**src/rtl/cs_seq_pkg.sv**
```systemverilog
`timescale 1ns/1ps
package cs_seq_pkg;
  typedef enum logic [2:0] {
    PH_IDLE, PH_ADR, PH_CES, PH_STB, PH_WEXT, PH_HLD, PH_PAU
  } phase_e;
endpackage

```
**src/rtl/cs_phase_len.sv**
```systemverilog
`timescale 1ns/1ps
module cs_phase_len #(
  parameter int TW = 6,
  parameter int MW = 3,
  localparam int CW = TW + MW
) (
  input  logic [TW-1:0] field_i,
  input  logic          plus_one_i,
  input  logic [MW-1:0] mult_i,
  output logic [CW-1:0] len_m1_o
);
  logic [CW-1:0] base, mult_eff, prod;
  always_comb begin
    base     = CW'(field_i) + CW'(plus_one_i);
    mult_eff = (mult_i == '0) ? CW'(1) : CW'(mult_i);
    prod     = base * mult_eff;
    len_m1_o = prod - CW'(1);
  end
endmodule

```
**src/rtl/cs_scale_timer.sv**
```systemverilog
`timescale 1ns/1ps
module cs_scale_timer #(
  parameter int CW = 9
) (
  input  logic          clk_i,
  input  logic          rst_ni,
  input  logic          load_i,
  input  logic [CW-1:0] load_val_i,
  output logic          zero_o
);
  logic [CW-1:0] cnt_q;
  always_ff @(posedge clk_i or negedge rst_ni) begin
    if (!rst_ni)              cnt_q <= '0;
    else if (load_i)          cnt_q <= load_val_i;
    else if (cnt_q != '0)     cnt_q <= cnt_q - CW'(1);
  end
  assign zero_o = (cnt_q == '0);
endmodule

```
**src/rtl/cs_seq_ctrl.sv**
```systemverilog
`timescale 1ns/1ps
module cs_seq_ctrl
  import cs_seq_pkg::*;
#(
  parameter int TW = 6
) (
  input  logic          clk_i,
  input  logic          rst_ni,
  input  logic          req_valid_i,
  input  logic          req_write_i,
  input  logic          cfg_en_i,
  input  logic [TW-1:0] cfg_adr_i,
  input  logic [TW-1:0] cfg_ce_i,
  input  logic [TW-1:0] cfg_oe_i,
  input  logic [TW-1:0] cfg_we_i,
  input  logic [TW-1:0] cfg_rdhld_i,
  input  logic [TW-1:0] cfg_wrhld_i,
  input  logic [TW-1:0] cfg_pause_i,
  input  logic          cfg_waitm_i,
  input  logic [TW-1:0] cfg_wait_i,
  input  logic          iordy_i,
  input  logic          zero_i,
  output phase_e        phase_o,
  output logic          wr_o,
  output logic          load_o,
  output logic [TW-1:0] field_o,
  output logic          plus_one_o,
  output logic          accept_o,
  output logic          skip_o,
  output logic          strobe_end_o
);
  phase_e ph_q, ph_d;
  logic   wr_q;

  always_comb begin
    ph_d       = ph_q;
    load_o     = 1'b0;
    field_o    = '0;
    plus_one_o = 1'b1;
    unique case (ph_q)
      PH_IDLE: if (req_valid_i && cfg_en_i) begin
        ph_d = PH_ADR; load_o = 1'b1; field_o = cfg_adr_i;
      end
      PH_ADR: if (zero_i) begin
        ph_d = PH_CES; load_o = 1'b1; field_o = cfg_ce_i;
      end
      PH_CES: if (zero_i) begin
        ph_d = PH_STB; load_o = 1'b1; field_o = wr_q ? cfg_we_i : cfg_oe_i;
      end
      PH_STB: if (zero_i && !(cfg_waitm_i && !iordy_i)) begin
        load_o = 1'b1;
        if (cfg_waitm_i && cfg_wait_i != '0) begin
          ph_d = PH_WEXT; field_o = cfg_wait_i; plus_one_o = 1'b0;
        end else begin
          ph_d = PH_HLD; field_o = wr_q ? cfg_wrhld_i : cfg_rdhld_i;
        end
      end
      PH_WEXT: if (zero_i) begin
        ph_d = PH_HLD; load_o = 1'b1; field_o = wr_q ? cfg_wrhld_i : cfg_rdhld_i;
      end
      PH_HLD: if (zero_i) begin
        ph_d = PH_PAU; load_o = 1'b1; field_o = cfg_pause_i;
      end
      PH_PAU: if (zero_i) ph_d = PH_IDLE;
      default: ph_d = PH_IDLE;
    endcase
  end

  assign accept_o     = (ph_q == PH_IDLE) && req_valid_i;
  assign skip_o       = accept_o && !cfg_en_i;
  assign strobe_end_o = (ph_q == PH_STB || ph_q == PH_WEXT) && ph_d == PH_HLD;

  always_ff @(posedge clk_i or negedge rst_ni) begin
    if (!rst_ni) begin
      ph_q <= PH_IDLE;
      wr_q <= 1'b0;
    end else begin
      ph_q <= ph_d;
      if (accept_o) wr_q <= req_write_i;
    end
  end

  assign phase_o = ph_q;
  assign wr_o    = wr_q;
endmodule

```
**src/rtl/cs_data_path.sv**
```systemverilog
`timescale 1ns/1ps
module cs_data_path #(
  parameter int AW = 16,
  parameter int DW = 16
) (
  input  logic          clk_i,
  input  logic          rst_ni,
  input  logic          accept_i,
  input  logic          skip_i,
  input  logic          strobe_end_i,
  input  logic          wr_i,
  input  logic [AW-1:0] addr_i,
  input  logic [DW-1:0] wdata_i,
  input  logic [DW-1:0] bus_data_i,
  output logic [AW-1:0] addr_o,
  output logic [DW-1:0] wdata_o,
  output logic [DW-1:0] rdata_o,
  output logic          done_o
);
  always_ff @(posedge clk_i or negedge rst_ni) begin
    if (!rst_ni) begin
      addr_o  <= '0;
      wdata_o <= '0;
      rdata_o <= '0;
      done_o  <= 1'b0;
    end else begin
      if (accept_i) begin
        addr_o  <= addr_i;
        wdata_o <= wdata_i;
      end
      if (skip_i)                     rdata_o <= '0;
      else if (strobe_end_i && !wr_i) rdata_o <= bus_data_i;
      done_o <= skip_i || strobe_end_i;
    end
  end
endmodule

```
**src/rtl/cs_bus_seq.sv**
```systemverilog
`timescale 1ns/1ps
module cs_bus_seq
  import cs_seq_pkg::*;
#(
  parameter int AW = 16,
  parameter int DW = 16,
  parameter int TW = 6,
  parameter int MW = 3
) (
  input  logic          clk_i,
  input  logic          rst_ni,
  input  logic          req_valid_i,
  output logic          req_ready_o,
  input  logic          req_write_i,
  input  logic [AW-1:0] req_addr_i,
  input  logic [DW-1:0] req_wdata_i,
  input  logic          cfg_en_i,
  input  logic [MW-1:0] cfg_mult_i,
  input  logic [TW-1:0] cfg_adr_i,
  input  logic [TW-1:0] cfg_ce_i,
  input  logic [TW-1:0] cfg_oe_i,
  input  logic [TW-1:0] cfg_we_i,
  input  logic [TW-1:0] cfg_rdhld_i,
  input  logic [TW-1:0] cfg_wrhld_i,
  input  logic [TW-1:0] cfg_pause_i,
  input  logic          cfg_waitm_i,
  input  logic [TW-1:0] cfg_wait_i,
  output logic [AW-1:0] bus_addr_o,
  output logic          bus_ce_no,
  output logic          bus_oe_no,
  output logic          bus_we_no,
  input  logic [DW-1:0] bus_data_i,
  output logic [DW-1:0] bus_data_o,
  output logic          bus_data_oe_o,
  input  logic          bus_iordy_i,
  output logic          rsp_done_o,
  output logic [DW-1:0] rsp_rdata_o
);
  localparam int CW = TW + MW;

  phase_e        phase;
  logic          wr, load, plus_one, accept, skip, strobe_end, zero;
  logic [TW-1:0] field;
  logic [CW-1:0] len_m1;

  cs_seq_ctrl #(.TW(TW)) u_ctrl (
    .clk_i, .rst_ni, .req_valid_i, .req_write_i, .cfg_en_i,
    .cfg_adr_i, .cfg_ce_i, .cfg_oe_i, .cfg_we_i, .cfg_rdhld_i,
    .cfg_wrhld_i, .cfg_pause_i, .cfg_waitm_i, .cfg_wait_i,
    .iordy_i(bus_iordy_i), .zero_i(zero),
    .phase_o(phase), .wr_o(wr), .load_o(load), .field_o(field),
    .plus_one_o(plus_one), .accept_o(accept), .skip_o(skip),
    .strobe_end_o(strobe_end)
  );

  cs_phase_len #(.TW(TW), .MW(MW)) u_len (
    .field_i(field), .plus_one_i(plus_one), .mult_i(cfg_mult_i),
    .len_m1_o(len_m1)
  );

  cs_scale_timer #(.CW(CW)) u_tmr (
    .clk_i, .rst_ni, .load_i(load), .load_val_i(len_m1), .zero_o(zero)
  );

  cs_data_path #(.AW(AW), .DW(DW)) u_dp (
    .clk_i, .rst_ni, .accept_i(accept), .skip_i(skip),
    .strobe_end_i(strobe_end), .wr_i(wr), .addr_i(req_addr_i),
    .wdata_i(req_wdata_i), .bus_data_i, .addr_o(bus_addr_o),
    .wdata_o(bus_data_o), .rdata_o(rsp_rdata_o), .done_o(rsp_done_o)
  );

  logic ce_act, stb_act;
  always_comb begin
    ce_act  = phase inside {PH_CES, PH_STB, PH_WEXT, PH_HLD};
    stb_act = phase inside {PH_STB, PH_WEXT};
  end

  assign req_ready_o   = (phase == PH_IDLE);
  assign bus_ce_no     = !ce_act;
  assign bus_oe_no     = !(stb_act && !wr);
  assign bus_we_no     = !(stb_act && wr);
  assign bus_data_oe_o = wr && (phase inside {PH_ADR, PH_CES, PH_STB, PH_WEXT, PH_HLD});
endmodule

```
**config.mk**
```make
export PLATFORM = sky130hd
export DESIGN_NAME = cs_bus_seq
export DESIGN_NICKNAME = d
export VERILOG_FILES = /design/src/rtl/cs_seq_pkg.sv /design/src/rtl/cs_phase_len.sv /design/src/rtl/cs_scale_timer.sv /design/src/rtl/cs_seq_ctrl.sv /design/src/rtl/cs_data_path.sv /design/src/rtl/cs_bus_seq.sv
export SDC_FILE = /design/constraint.sdc
export NUM_CORES = 1
export LEC_CHECK = 0
export ABC_AREA = 0
export CORE_AREA = 2 2 106 108
export CTS_CLUSTER_DIAMETER = 100
export DETAILED_ROUTE_END_ITERATION = 10
export DIE_AREA = 0 0 108 110
export PLACE_DENSITY = 0.82
export SYNTH_ARGS = -nofsm -noshare
export SYNTH_HDL_FRONTEND = slang
export SYNTH_SLANG_ARGS = --single-unit
```
**constraint.sdc**
```tcl
create_clock -name clk_i -period 14.67 [get_ports clk_i]
set_input_delay 1.467 -clock clk_i [delete_from_list [all_inputs] [get_ports clk_i]]
set_output_delay 1.467 -clock clk_i [all_outputs]
set_load 0.03 [all_outputs]
```
==> results of run 1 <==
==> metrics by stage <==
step                      total power [uW]  hold WS (ps)  instance area (um2)  utilization
after floorplan                      524.5         584.7                 4209            -
final                                821.6         507.2                 6080       0.5683
after CTS                            828.0         511.6                 6080       0.5683
after detailed placement             693.1         494.5                 5904       0.5519
after global routing                 871.0         526.2                 6080       0.5683
after global placement               681.1         489.1                 5904       0.5519
==> cell usage after synthesis (3+ instances only) <==
cell type  instances  area (um2)
a211oi_1           4       30.03
a21o_1             3       22.52
a21oi_1           28       140.1
and2_1             6       37.54
buf_1              5       18.77
buf_2              7       35.03
clkbuf_1          15       56.30
dfrtp_1           62        1551
fa_1               6       120.1
ha_1              19       237.7
inv_1             25       93.84
mux2_2            35       394.1
mux2i_1           22       220.2
nand2_1           26       97.59
nand2b_1           4       25.02
nand3_1           15       75.07
nand4b_1          16       140.1
nor2_1            17       63.81
nor2b_1            7       43.79
nor3_1             5       25.02
nor3b_1            4       30.03
nor4_1             4       25.02
o21ai_0           32       160.2
o22ai_1            3       18.77
o31ai_1            7       52.55
or3_1              3       18.77
xnor2_1            7       61.31
xor2_1             5       43.79
==> worst reg2reg max path: cells and delay by family, from the launching register on <==
family | cells | cell delay [ps]
xor+xnor | 1 | 190
flops | 1 | 420
buf+inv | 4 | 320
fa+ha+maj | 5 | 1530
mux | 1 | 80
simple gates | 4 | 1300
compound gates | 5 | 1490
==> sequential cells by signal (all words and copies together), names as in the netlist <==
name	cells
u_dp.addr_o	16
u_ctrl.wr_o	1
u_dp.wdata_o	16
u_dp.rdata_o	16
u_ctrl.phase_o	3
u_tmr.cnt_q	9
u_dp.done_o	1
==> logic make-up after synthesis <==
kind of cell,count (synthesis),synth area share
mux,57,0.1460
buf+inv,53,0.04934
flops,62,0.3686
compound gates,99,0.1510
fa+ha+maj,25,0.08502
simple gates,122,0.1751
xor+xnor,12,0.02497
==> power breakdown <==
| part | internal (uW) | switching (uW) | total (uW) |
|---|---|---|---|
| clock network | 65.9 | 66.7 | 133 |
| logic | 202 | 203 | 404 |
| registers | 230 | 54.5 | 285 |
| total | 498 | 324 | 822 |
==> cell type report <==
| type | instances | area, um2 | area share |
|---|---|---|---|
| Multi-Input combinational cell | 315 | 2456 | 0.4040 |
| Timing Repair Buffer | 164 | 1624 | 0.2671 |
| Sequential cell | 62 | 1551 | 0.2552 |
| Tap cell | 140 | 175.2 | 0.02881 |
| Clock buffer | 11 | 141.4 | 0.02326 |
| Inverter | 26 | 97.59 | 0.01605 |
| Clock inverter | 5 | 33.78 | 0.005557 |
==> worst max-delay path by stage <==
stage	to	startpoint	slack, ps
after global placement	u_tmr.cnt_q[8]$_DFFE_PN0P_	cfg_wait_i[0]	8220
after detailed placement	u_tmr.cnt_q[8]$_DFFE_PN0P_	cfg_wait_i[3]	8040
after floorplan	u_tmr.cnt_q[8]$_DFFE_PN0P_	req_valid_i	8820
after global routing	u_tmr.cnt_q[8]$_DFFE_PN0P_	cfg_wait_i[3]	8060
final	u_tmr.cnt_q[8]$_DFFE_PN0P_	cfg_wait_i[3]	8380
after CTS	u_tmr.cnt_q[8]$_DFFE_PN0P_	cfg_wait_i[3]	8390
==> per-layer routing <==
metal,share of wire,GRT usage,vias to the layer above
met2,0.51,0.3284,159
met4,0.011,0.05037,0
met1,0.41,0.2602,1864
li1,-,-,1857
met5,0,0,-
met3,0.072,0.03527,10
==> impl_metrics.tcl, run 1 <==
set metrics [dict create \
    critical_path.top_delay_family "compound AO/OA/AOI/OAI gates" \
    reg2reg_depth 20 \
    clock-sinks 62 \
    layout.cells.most_common "clkdlybuf4s50_1" \
    syn-mean-instance-area_um2 9.788 \
    cts-resized-gates 0 \
    area_delta_synth_final_pct 44.44 \
    clk_pin_slew_worst_paths_ps 70 \
    crit_arrival_ps 6490 \
    synth-main-ff-cell "dfrtp_1" \
    via_per_inst 5.380 \
    hold_end "u_dp.addr_o[13]$_DFFE_PN0P_" \
    holdBufCountCts 0 \
    cp-end-kind "register" \
    relSlewSlack 0.2516 \
    drt.antenna.violating_nets 0 \
    grt_max_degree 63 \
    setup_tns_ps 0 \
    wl_per_cell_um 15.98 \
    finClkSkew_ps 8.998 \
    gp_congestion 0.9197 \
    hp-class "reg -> reg" \
    worst_slew_pin_slew_ps 1120 \
    grt_usage 0.1949 \
    grt_antenna_before_repair 0 \
    initial_utilization 0.3935 \
    io_pins 160 \
    overflow 0 \
    crit_required_ps 14870 \
    drv_cap 0 \
    layout.nets 709 \
    wirelength_um 11550 \
    hold_viol 0 \
    synth-seq-cells 62 \
    outcome "completed" \
    fin_ws_ps 8384 \
    numCtsBuffers 9 \
    grt_pass1_vias 3703 \
    dpl.hpwl_um 8980 \
    critPathMostFrequentCell "ha_1" \
    grt_pass1_wl_um 18300 \
    placed_cells 707 \
    synth-edff-count 0 \
    worstSetupStartpointType "input port" \
    cp.depth 21 \
    place_ws_ps 8040 \
    yosysSeqAreaShare 0.3686 \
    vias 3890 \
    rsz0062_at_grt "false" \
    setup_viol 0 \
    worstSetupPathType "in -> reg" \
    crit_slowest_cell "or4_1" \
    clockBufferDepth 2 \
    reg2reg_slack_ps 9230 \
    crit_fanout 6 \
    fmax_ghz 0.1591 \
    coreArea_mm2 0.01070 \
    cp_slowest_stage_delay_ps 580 \
    holdPathStages 1 \
    die_x_um 108 \
    fillCellCount 921 \
    post_cts_buffers 0 \
    syn-cell-area_mm2 0.004209 \
    critPathBufInv 3 \
    vdd_drop_max_mv 0.09268 \
    die_area_mm2 0.01188 \
    drc 0 \
    drive_gt1_frac 0.1184 \
    ys_async_sr_fraction 1.000 \
    cts_tree "built" \
    antennaDiodeCount 0 \
    p_leak_uw 0.002487 \
    yosysUniqueCellTypes 57 \
    power_density_mw_per_mm2 135.1 \
    drt-pass1-iter-count 5 \
    rows 38 \
    io_buffers 159 \
    fin_crit_sh 0.4285 \
    final_cell_mix "158 x clkdlybuf4s50_1, 62 x dfrtp_1, 35 x mux2_2, 32 x o21ai_0, 28 x a21oi_1" \
    layoutNonFillerInstCount 723 \
    fin_crit_ps 6286 \
    cts_root_buf "clkbuf_8" \
    path_cells "clkdlybuf4s50_1 > or4_1 > o31a_1 > o21ai_0 > a31oi_1 > o21ai_0 > ha_1 > ha_1 > o31ai_1 > o21ai_0 > nand3_1 > ha_1 > fa_1 > inv_1 > ha_1 > inv_1 > o221ai_1 > o41ai_1 > xnor2_1 > nor2b_1 > mux2i_1" \
    hp-start "u_dp.addr_o[13]$_DFFE_PN0P_" \
    worstReg2RegEnd "u_tmr.cnt_q[8]$_DFFE_PN0P_" \
    htree_levels 3 \
    synth.yosys.warnings 0 \
    slew_viol_final 0 \
    drt-initial-drc-count 341 \
    synthCells 430 \
    dieHeight_um 110 \
    r2r_start "u_tmr.cnt_q[0]$_DFFE_PN0P_" \
    clock_latency_ps 340 \
    syn_nets 561 \
]
Power figures use the tool's default switching activity.
==> run 2: changes to the inputs <==
Clock period 14.67 ns to 6 ns, I/O delays scaled along.
==> impl_metrics.tcl, run 2 (synthesized netlist as in run 1, its figures left out) <==
set metrics [dict create \
    drc 0 \
    drive_gt1_frac 0.1199 \
    numCtsBuffers 9 \
    crit_fanout 6 \
    wirelength_um 11910 \
    fin_crit_ps 5517 \
    crit_required_ps 6200 \
    clock-sinks 62 \
    crit_slowest_cell "or4_1" \
    setup_viol 0 \
    grt_pass1_wl_um 18340 \
    dpl.hpwl_um 9201 \
    holdBufCountCts 0 \
    grt_antenna_before_repair 0 \
    initial_utilization 0.3935 \
    slew_viol_final 0 \
    drv_cap 0 \
    cts-resized-gates 0 \
    critPathMostFrequentCell "ha_1" \
    cts_root_buf "clkbuf_8" \
    finClkSkew_ps 10.28 \
    antennaDiodeCount 0 \
    drt.antenna.violating_nets 0 \
    clk_pin_slew_worst_paths_ps 70 \
    fmax_ghz 0.1812 \
    rows 38 \
    worstSetupStartpointType "input port" \
    wl_per_cell_um 16.45 \
    final_cell_mix "158 x clkdlybuf4s50_1, 62 x dfrtp_1, 35 x mux2_2, 32 x o21ai_0, 28 x a21oi_1" \
    layout.cells.most_common "clkdlybuf4s50_1" \
    clockBufferDepth 2 \
    post_cts_buffers 0 \
    hp-class "in -> async" \
    htree_levels 3 \
    worstSetupPathType "in -> reg" \
    die_area_mm2 0.01188 \
    outcome "completed" \
    clock_latency_ps 340 \
    io_buffers 159 \
    crit_arrival_ps 5720 \
    rsz0062_at_grt "false" \
    grt_usage 0.1944 \
    fin_ws_ps 482.7 \
    grt_max_degree 63 \
    fillCellCount 915 \
    io_pins 160 \
    gp_congestion 0.9219 \
    dieHeight_um 110 \
    area_delta_synth_final_pct 44.65 \
    drt-pass1-iter-count 5 \
    relSlewSlack 0.2355 \
    cts_tree "built" \
    vias 3967 \
    setup_tns_ps 0 \
    vdd_drop_max_mv 0.1967 \
    path_cells "clkdlybuf4s50_1 > or4_1 > o31a_1 > o21ai_0 > a31oi_1 > o21ai_0 > ha_1 > ha_1 > o31ai_1 > o21ai_0 > nand3_1 > ha_1 > fa_1 > inv_1 > ha_1 > inv_1 > o221ai_1 > o41ai_1 > xnor2_1 > nor2b_1 > mux2i_1" \
    hold_viol 0 \
    place_ws_ps 220.6 \
    cp-end-kind "register" \
    coreArea_mm2 0.01070 \
    overflow 0 \
    top_regs "u_dp.addr_o: 16 flops, u_dp.rdata_o: 16 flops, u_dp.wdata_o: 16 flops" \
    power_density_mw_per_mm2 332.2 \
    drt-initial-drc-count 243 \
    grt_pass1_vias 3832 \
    worst_slew_pin_slew_ps 1144 \
    fin_crit_sh 0.9196 \
    via_per_inst 5.479 \
    layout.nets 710 \
    p_leak_uw 0.002494 \
    die_x_um 108 \
    cp_slowest_stage_delay_ps 590 \
]
==> run 2: changes by cell type in the layout (fill, tap and decap cells not counted), sizes merged <==
cell	change
clkinv	+2
buf	+1
clkinvlp	-1
inv	-1
==> run 2: report_power, final <==
| part | total (uW) | leakage, uW | switching (uW) | internal, uW |
|---|---|---|---|---|
| clock | 329 | 0.0000893 | 168 | 161 |
| sequential | 704 | 0.000788 | 141 | 563 |
| combinational | 989 | 0.00162 | 496 | 493 |
| total | 2020 | 0.00249 | 806 | 1220 |
==> run 2: metrics by stage <==
stage / hold slack (ps) / power [uW] / instance area [um2] / std cells / util
CTS: 446.9 / 2032 / 6088 / 724 / 0.5691
floorplan: 304.4 / 1282 / 4209 / 430 / -
finish: 420.3 / 2023 / 6088 / 724 / 0.5691
global route: 487.8 / 2133 / 6088 / 724 / 0.5691
detailed placement: 495.2 / 1702 / 5912 / 708 / 0.5526
global placement: 489.1 / 1667 / 5912 / 708 / 0.5526
==> run 2: per-layer routing <==
metal | share of wire | GRT usage | wire length, um
met1 | 0.41 | 0.2420 | 4863
met2 | 0.49 | 0.3293 | 5871
met3 | 0.075 | 0.04174 | 899
met4 | 0.023 | 0.07967 | 277
met5 | 0 | 0 | 0
==> run 2: cell type report <==
class	count	area [um2]	area share
timing repair buffer	165	1632	0.2680
multi-input combinational	315	2456	0.4034
clock inverter	5	35.03	0.005754
sequential	62	1551	0.2548
tap	140	175.2	0.02877
inverter	26	97.59	0.01603
clock buffer	11	141.4	0.02322
==> run 2: path summary, 6_finish.rpt <==
kind	from	endpoint	slack [ps]	cells after the start
hold / removal	rst_ni	u_dp.addr_o[6]$_DFFE_PN0P_	420	2
min in group clk_i	u_dp.wdata_o[1]$_DFFE_PN0P_	u_dp.wdata_o[1]$_DFFE_PN0P_	510	1
setup reg to reg	u_tmr.cnt_q[0]$_DFFE_PN0P_	u_tmr.cnt_q[8]$_DFFE_PN0P_	660	20
hold reg to reg	u_dp.wdata_o[1]$_DFFE_PN0P_	u_dp.wdata_o[1]$_DFFE_PN0P_	510	1
setup / recovery	cfg_wait_i[0]	u_tmr.cnt_q[8]$_DFFE_PN0P_	480	21
max in group asynchronous	rst_ni	u_dp.wdata_o[4]$_DFFE_PN0P_	5060	2
==> run 2: critical path, delay by kind of cell <==
kind            cells  cell delay [ps]
compound gates      8             1760
simple gates        3              890
mux                 1               80
xor+xnor            1              200
buf+inv             3              550
fa+ha+maj           5             1630
